File: config.mk
export PLATFORM = sky130hd
export DESIGN_NAME = vdata_port
export DESIGN_NICKNAME = d
export VERILOG_FILES = /design/src/rtl/vdp_pkg.sv /design/src/rtl/vdp_countdown.sv /design/src/rtl/vdp_ctrl.sv /design/src/rtl/vdp_dpath.sv /design/src/rtl/vdata_port.sv
export SDC_FILE = /design/constraint.sdc
export NUM_CORES = 1
export LEC_CHECK = 0
export ABC_AREA = 1
export BUFFER_PORTS_ARGS = -buffer_cell sky130_fd_sc_hd__buf_2
export CORE_MARGIN = 2
export CORE_UTILIZATION = 35
export DETAILED_ROUTE_END_ITERATION = 12
export PLACE_DENSITY = 0.57
export SLEW_MARGIN = 0
export SYNTH_ARGS = -nofsm -noshare
export SYNTH_HDL_FRONTEND = slang
export SYNTH_SLANG_ARGS = --single-unit
File: constraint.sdc
create_clock -name clk -period 4.5 [get_ports clk]
set_clock_uncertainty 0.2 [all_clocks]
set_input_delay 0.225 -clock clk [delete_from_list [all_inputs] [get_ports clk]]
set_output_delay 0.225 -clock clk [all_outputs]
set_load 0.01 [all_outputs]
File: src/rtl/vdp_pkg.sv
package vdp_pkg;

  localparam logic [2:0] SEL_DATA      = 3'd0;
  localparam logic [2:0] SEL_ADDR_HI   = 3'd1;
  localparam logic [2:0] SEL_ADDR_LO   = 3'd2;
  localparam logic [2:0] SEL_ATTR_ADDR = 3'd3;
  localparam logic [2:0] SEL_ATTR_DATA = 3'd4;

  // strobes from control to datapath, all valid for one cycle
  typedef struct packed {
    logic rdData;     // data-window read in progress this cycle
    logic latch;      // capture CPU byte into the write latch
    logic loadHi;     // load address upper bits
    logic loadLo;     // load address low byte
    logic fill;       // deferred read completes: refill buffer
    logic commit;     // deferred write completes
    logic mangle;     // commit during drawn lines stores address byte
    logic bump;       // advance current address
    logic attrLoad;   // load attribute address
    logic attrWrite;  // normal attribute store
    logic attrGlitch; // rendering-time attribute address bump
  } strobe_t;

endpackage

File: src/rtl/vdp_countdown.sv
module vdp_countdown #(
  parameter int DLY = 5
) (
  input  logic clk,
  input  logic rst_n,
  input  logic start,
  input  logic step,
  output logic fire
);
  localparam int CW = $clog2(DLY + 1);

  logic [CW-1:0] cnt;

  always_ff @(posedge clk) begin
    if (!rst_n)                      cnt <= '0;
    else if (start)                  cnt <= CW'(DLY);
    else if (step && cnt != '0)      cnt <= cnt - CW'(1);
  end

  // a restart in the expiring cycle cancels the old operation
  assign fire = step && !start && (cnt == CW'(1));
endmodule

File: src/rtl/vdp_ctrl.sv
module vdp_ctrl import vdp_pkg::*; #(
  parameter int DLY       = 5,
  parameter int LINE_W    = 9,
  parameter int VIS_LINES = 240,
  parameter int PRE_LINE  = 261
) (
  input  logic              clk,
  input  logic              rst_n,
  input  logic              pixEn,
  input  logic              renderOn,
  input  logic [LINE_W-1:0] scanLine,
  input  logic              cpuRd,
  input  logic              cpuWr,
  input  logic [2:0]        cpuSel,
  output strobe_t           st
);
  localparam logic [LINE_W-1:0] VIS_L = LINE_W'(VIS_LINES);
  localparam logic [LINE_W-1:0] PRE_L = LINE_W'(PRE_LINE);
  localparam int NCH = 2; // channel 0 = read refill, 1 = write commit

  logic [NCH-1:0] startV, fireV;
  logic dataSel, drawnLine, renderLine;

  assign dataSel   = (cpuSel == SEL_DATA);
  assign startV[0] = cpuRd && dataSel;
  assign startV[1] = cpuWr && dataSel;

  for (genvar ch = 0; ch < NCH; ch++) begin : g_chan
    vdp_countdown #(.DLY(DLY)) u_cd (
      .clk  (clk),
      .rst_n(rst_n),
      .start(startV[ch]),
      .step (pixEn),
      .fire (fireV[ch])
    );
  end

  assign drawnLine  = renderOn && (scanLine < VIS_L);
  assign renderLine = drawnLine || (renderOn && scanLine == PRE_L);

  always_comb begin
    st            = '0;
    st.rdData     = startV[0];
    st.latch      = startV[1];
    st.loadHi     = cpuWr && cpuSel == SEL_ADDR_HI;
    st.loadLo     = cpuWr && cpuSel == SEL_ADDR_LO;
    st.fill       = fireV[0];
    st.commit     = fireV[1];
    st.mangle     = drawnLine;
    st.bump       = fireV[0] || fireV[1];
    st.attrLoad   = cpuWr && cpuSel == SEL_ATTR_ADDR;
    st.attrWrite  = cpuWr && cpuSel == SEL_ATTR_DATA && !renderLine;
    st.attrGlitch = cpuWr && cpuSel == SEL_ATTR_DATA && renderLine;
  end
endmodule

File: src/rtl/vdp_dpath.sv
module vdp_dpath import vdp_pkg::*; #(
  parameter int                ADDR_W   = 14,
  parameter int                VREG_W   = 15,
  parameter logic [ADDR_W-1:0] PAL_BASE = 14'h3F00,
  parameter int                PAL_AW   = 5,
  parameter int                ATTR_AW  = 8,
  parameter int                STEP_BIG = 32,
  parameter logic [7:0]        GRAY_MSK = 8'h30
) (
  input  logic               clk,
  input  logic               rst_n,
  input  strobe_t            st,
  input  logic               step32,
  input  logic               gray,
  input  logic [7:0]         cpuWdata,
  output logic [7:0]         cpuRdata,
  output logic [ADDR_W-1:0]  vmAddr,
  output logic               vmRd,
  output logic               vmWe,
  output logic [7:0]         vmWdata,
  input  logic [7:0]         vmRdata,
  output logic [PAL_AW-1:0]  palAddr,
  output logic               palWe,
  output logic [7:0]         palWdata,
  input  logic [7:0]         palRdata,
  output logic [ATTR_AW-1:0] attrAddr,
  output logic               attrWe,
  output logic [7:0]         attrWdata
);
  localparam int HI_W = VREG_W - 8;
  localparam logic [ATTR_AW-1:0] ATTR_HI_MSK = ~ATTR_AW'(3);

  logic [VREG_W-1:0]  vAddr, stepVal;
  logic [7:0]         readBuf, wrLatch;
  logic [ATTR_AW-1:0] attrReg;
  logic [ADDR_W-1:0]  busAddr;
  logic               isPal;

  assign stepVal = step32 ? VREG_W'(STEP_BIG) : VREG_W'(1);
  assign busAddr = vAddr[ADDR_W-1:0];
  assign isPal   = busAddr >= PAL_BASE;

  always_ff @(posedge clk) begin
    if (!rst_n) begin
      vAddr   <= '0;
      readBuf <= '0;
      wrLatch <= '0;
      attrReg <= '0;
    end else begin
      // CPU address loads win over the completion advance
      if (st.loadHi)    vAddr[VREG_W-1:8] <= cpuWdata[HI_W-1:0];
      else if (st.loadLo) vAddr[7:0] <= cpuWdata;
      else if (st.bump) vAddr <= vAddr + stepVal;

      if (st.latch) wrLatch <= cpuWdata;
      if (st.fill)  readBuf <= vmRdata;

      if (st.attrLoad)        attrReg <= cpuWdata[ATTR_AW-1:0];
      else if (st.attrWrite)  attrReg <= attrReg + ATTR_AW'(1);
      else if (st.attrGlitch) attrReg <= (attrReg + ATTR_AW'(4)) & ATTR_HI_MSK;
    end
  end

  assign vmAddr    = busAddr;
  assign vmRd      = st.fill;
  assign vmWe      = st.commit && !isPal;
  assign vmWdata   = st.mangle ? busAddr[7:0] : wrLatch;
  assign palAddr   = busAddr[PAL_AW-1:0];
  assign palWe     = st.commit && isPal;
  assign palWdata  = wrLatch;
  assign attrAddr  = attrReg;
  assign attrWe    = st.attrWrite;
  assign attrWdata = cpuWdata;

  always_comb begin
    if (!st.rdData)  cpuRdata = '0;
    else if (isPal)  cpuRdata = gray ? (palRdata & GRAY_MSK) : palRdata;
    else             cpuRdata = readBuf;
  end
endmodule

File: src/rtl/vdata_port.sv
module vdata_port import vdp_pkg::*; #(
  parameter int DLY       = 5,
  parameter int LINE_W    = 9,
  parameter int VIS_LINES = 240,
  parameter int PRE_LINE  = 261,
  parameter int ADDR_W    = 14,
  parameter int VREG_W    = 15,
  parameter int PAL_AW    = 5,
  parameter int ATTR_AW   = 8
) (
  input  logic               clk,
  input  logic               rst_n,
  input  logic               pixEn,
  input  logic               renderOn,
  input  logic [LINE_W-1:0]  scanLine,
  input  logic               step32,
  input  logic               gray,
  input  logic               cpuRd,
  input  logic               cpuWr,
  input  logic [2:0]         cpuSel,
  input  logic [7:0]         cpuWdata,
  output logic [7:0]         cpuRdata,
  output logic [ADDR_W-1:0]  vmAddr,
  output logic               vmRd,
  output logic               vmWe,
  output logic [7:0]         vmWdata,
  input  logic [7:0]         vmRdata,
  output logic [PAL_AW-1:0]  palAddr,
  output logic               palWe,
  output logic [7:0]         palWdata,
  input  logic [7:0]         palRdata,
  output logic [ATTR_AW-1:0] attrAddr,
  output logic               attrWe,
  output logic [7:0]         attrWdata
);
  strobe_t st;

  vdp_ctrl #(
    .DLY(DLY), .LINE_W(LINE_W), .VIS_LINES(VIS_LINES), .PRE_LINE(PRE_LINE)
  ) u_ctrl (
    .clk(clk), .rst_n(rst_n), .pixEn(pixEn), .renderOn(renderOn),
    .scanLine(scanLine), .cpuRd(cpuRd), .cpuWr(cpuWr), .cpuSel(cpuSel),
    .st(st)
  );

  vdp_dpath #(
    .ADDR_W(ADDR_W), .VREG_W(VREG_W), .PAL_AW(PAL_AW), .ATTR_AW(ATTR_AW)
  ) u_dpath (
    .clk(clk), .rst_n(rst_n), .st(st), .step32(step32), .gray(gray),
    .cpuWdata(cpuWdata), .cpuRdata(cpuRdata),
    .vmAddr(vmAddr), .vmRd(vmRd), .vmWe(vmWe), .vmWdata(vmWdata), .vmRdata(vmRdata),
    .palAddr(palAddr), .palWe(palWe), .palWdata(palWdata), .palRdata(palRdata),
    .attrAddr(attrAddr), .attrWe(attrWe), .attrWdata(attrWdata)
  );
endmodule

==> run_results.csv <==
group,metric,value,unit
status,status,"complete, no violations",
clock_network,clock_path_buffers,2,
flow_run,drv_cap,0,
pwr,seqPwrFrac,45.3,%
pwr,p_clk_share,24.4,%
placement,gp_congestion,0.9181,
clock_network,cts_buffers,5,
yosys,syn_avg_cell_area,6.324,sq um
worst_setup_path,endpoint,"cpuRdata[7]",
timing,max_slew_margin,60.94,%
route,wire_per_inst,13.08,um
route,vias,3412,
cells_and_area,nets,649,
worst_setup_path,r2r_slack,2.60,ns
timing,worstMarginPinSlew,0.5859,ns
worst_setup_path,worstPathRequired,4.07,ns
route,wl,9182,um
yosys,synthTopCellsByCount,"115 x nand2_1, 74 x nor2_1, 62 x inv_1",
timing,clock.fmax,428.5,MHz
yosys,ys_types,37,
route,ant_nets,0,
pwr,ir_drop,0.1091,mV
worst_setup_path,r2r-start,"u_dpath.attrAddr[2]",
timing,min_period,2.334,ns
timing,rsz0062_at_grt,"false",
pwr,power_frac_comb,30.3,%
timing,period_share,51.86,%
global_routing,grt_first_pass_wirelength,14970,um
yosys,seq_area_frac_synth,28.08,%
timing,hold_ws,0.04242,ns
placement,dpl_cell_area,3645,sq um
timing,maxSlewViolCount,0,
pwr,switching_share,36.20,%
min_path,holdCritPathClass,"in -> reg",
clock_network,clkTransAtPathRegs,0.09,ns
timing,setup_viol,0,
route,viasPerCell,4.860,
worst_setup_path,endpoint_kind,"output port",
clock_network,cts-root-buf,"clkbuf_8",
floorplan,core,8721,sq um
yosys,synth_fp_nets,551,
floorplan,floorplan.initialDensity,35.97,%
floorplan,fp.dieArea,9736,sq um
min_path,hold_depth,3,
placement,dp_cells,687,
pwr,power_density,268.6,nW/um^2
placement,port_buffers,106,
global_routing,first_global_vias,3114,
global_routing,antenna_found_initial,0,
yosys,synth_top_area_cell,"dfxtp_1",
clock_network,cts_resized,0,
floorplan,die_width,98.67,um
cells_and_area,drive_above_1_share,23.91,%
clock_network,cts_setup_buffers,0,
global_routing,grt_max_degree,32,
floorplan,fp.dieH,98.67,um
yosys,ys_warn_count,0,
clock_network,cts_tree,"yes",
yosys,synth_flop_cell,"dfxtp_1",
timing,finalSetupTns,0,ns
pwr,intPower,0.6523,mW
worst_setup_path,start_kind,"flip-flop",
yosys,synth_top_area_share,28.08,%
cells_and_area,fin_cells,702,
route,drc,0,
clock_network,cts.sinks,44,
pwr,netSwitchingPower,0.3701,mW
route,firstDrtPassIters,6,
worst_setup_path,r2r_end,"u_dpath.attrAddr[6]",
yosys,synth_area_leaders,"dfxtp_1 28%, nand2_1 14%, nor2_1 8.9%",
route,drtIter0Drc,134,
placement,dp_hpwl,7039,um
worst_setup_path,setup.worst_path.start,"u_dpath.vAddr[9]",
floorplan,rows,34,
cells_and_area,synthToLayoutAreaGrowth,21.34,%
worst_setup_path,reg2regPathDepth,12,
yosys,ys_ff_latch,44,
clock_network,clkLatencyLatePin,0.30,ns
yosys,syn_area,3137,sq um
worst_setup_path,critPathMaxFanout,10,
global_routing,grt_usage,18.80,%
cells_and_area,num_antenna_cells,0,
yosys,yosysMostFrequentCell,"nand2_1",
yosys,syn_inst,496,
timing,hold_viol,0,
cells_and_area,final_cell_area,3806,sq um
clock_network,hold_buffers,8,
pwr,p_leak,1.840,nW
worst_setup_path,crit_arrival,1.91,ns
yosys,synth_edf_count,0,
global_routing,grt_overflow,0,
yosys,async_flop_share,0,%
clock_network,htree_levels,2,
floorplan,io_pins,107,
worst_setup_path,crit_type,"reg -> out",
==> how the worst min path moves through the flow <==
| stage | start | to | slack [ns] |
|---|---|---|---|
| floorplan | cpuWdata[1] | u_dpath.palWdata[1] | 0.18 |
| finish | cpuWdata[7] | u_dpath.palWdata[7] | 0.04 |
| CTS | cpuWdata[1] | u_dpath.attrAddr[1] | 0.04 |
| global placement | u_dpath.readBuf[7] | u_dpath.readBuf[7] | 0.26 |
| global route | cpuWdata[1] | u_dpath.attrAddr[1] | 0.06 |
| detailed placement | u_dpath.readBuf[1] | u_dpath.readBuf[1] | 0.27 |
==> cell families after synthesis <==
family | Yosys count | synth area share, %
AO/OA/AOI/OAI | 91 | 15.68
XOR/XNOR | 8 | 2.234
adder cells (fa/ha/maj) | 11 | 4.388
buffers and inverters | 91 | 13.28
flip-flops | 44 | 28.08
AND/OR/NAND/NOR | 251 | 36.34
==> power by group through the flow <==
stage | Sequential [mW] | Clock [mW] | Combinational [mW]
2_1_floorplan | 0.472 | 0 | 0.215
3_3_place_gp | 0.472 | 0 | 0.302
3_5_place_dp | 0.472 | 0 | 0.307
4_1_cts | 0.463 | 0.260 | 0.313
5_1_grt | 0.470 | 0.269 | 0.351
6_report | 0.463 | 0.249 | 0.310
==> critical path: stages (launching register included) <==
cell and delay [ns]:
dfxtp_1 0.42, nand2_1 0.11, nor2_2 0.24, nand3_2 0.24
inv_2 0.21, nand3_1 0.10, a21oi_1 0.13, buf_2 0.14
==> state kept, by name (all words and copies together), names as in the netlist <==
| name | cells |
|---|---|
| u_ctrl.g_chan.u_cd.cnt | 6 |
| u_dpath.attrAddr | 8 |
| u_dpath.palWdata | 8 |
| u_dpath.readBuf | 8 |
| u_dpath.vAddr | 14 |
==> final cells by class <==
class	count	area [sq um]
flip-flops and latches	44	880.8
inverters	68	259.0
clock inverters	2	12.51
multi-input cells	361	1839
well taps	108	135.1
fillers	936	4915
repair buffers	114	610.6
clock buffers	5	68.82
==> per-stage QoR <==
step           utilization [%]  setup WS (ns)  power, mW
6_report                 43.64          2.166      1.022
5_1_grt                  43.64          1.944      1.089
4_1_cts                  43.64          2.146      1.037
3_5_place_dp             41.79          2.484     0.7790
3_3_place_gp             41.79          2.520     0.7736
2_1_floorplan                -          2.758     0.6873
==> cell usage in the layout, fill, tap and decap left out, drive strengths merged, types with 6 or more instances in the layout <==
master       count
buf            106
inv             66
dfxtp           44
xor2             6
ha              11
nor2            78
nand3           46
nand2          120
a21oi           35
o21ai           50
dlygate4sd3      8
==> metal layers <==
layer	GRT usage (%)	part of all wire, %	vias up
met3	3.475	4.5	15
met5	0	0	-
li1	-	-	1765
met1	24.04	46	1554
met2	32.39	48	78
met4	5.374	1.8	0
No activity file was read; power rests on OpenSTA's default activity.
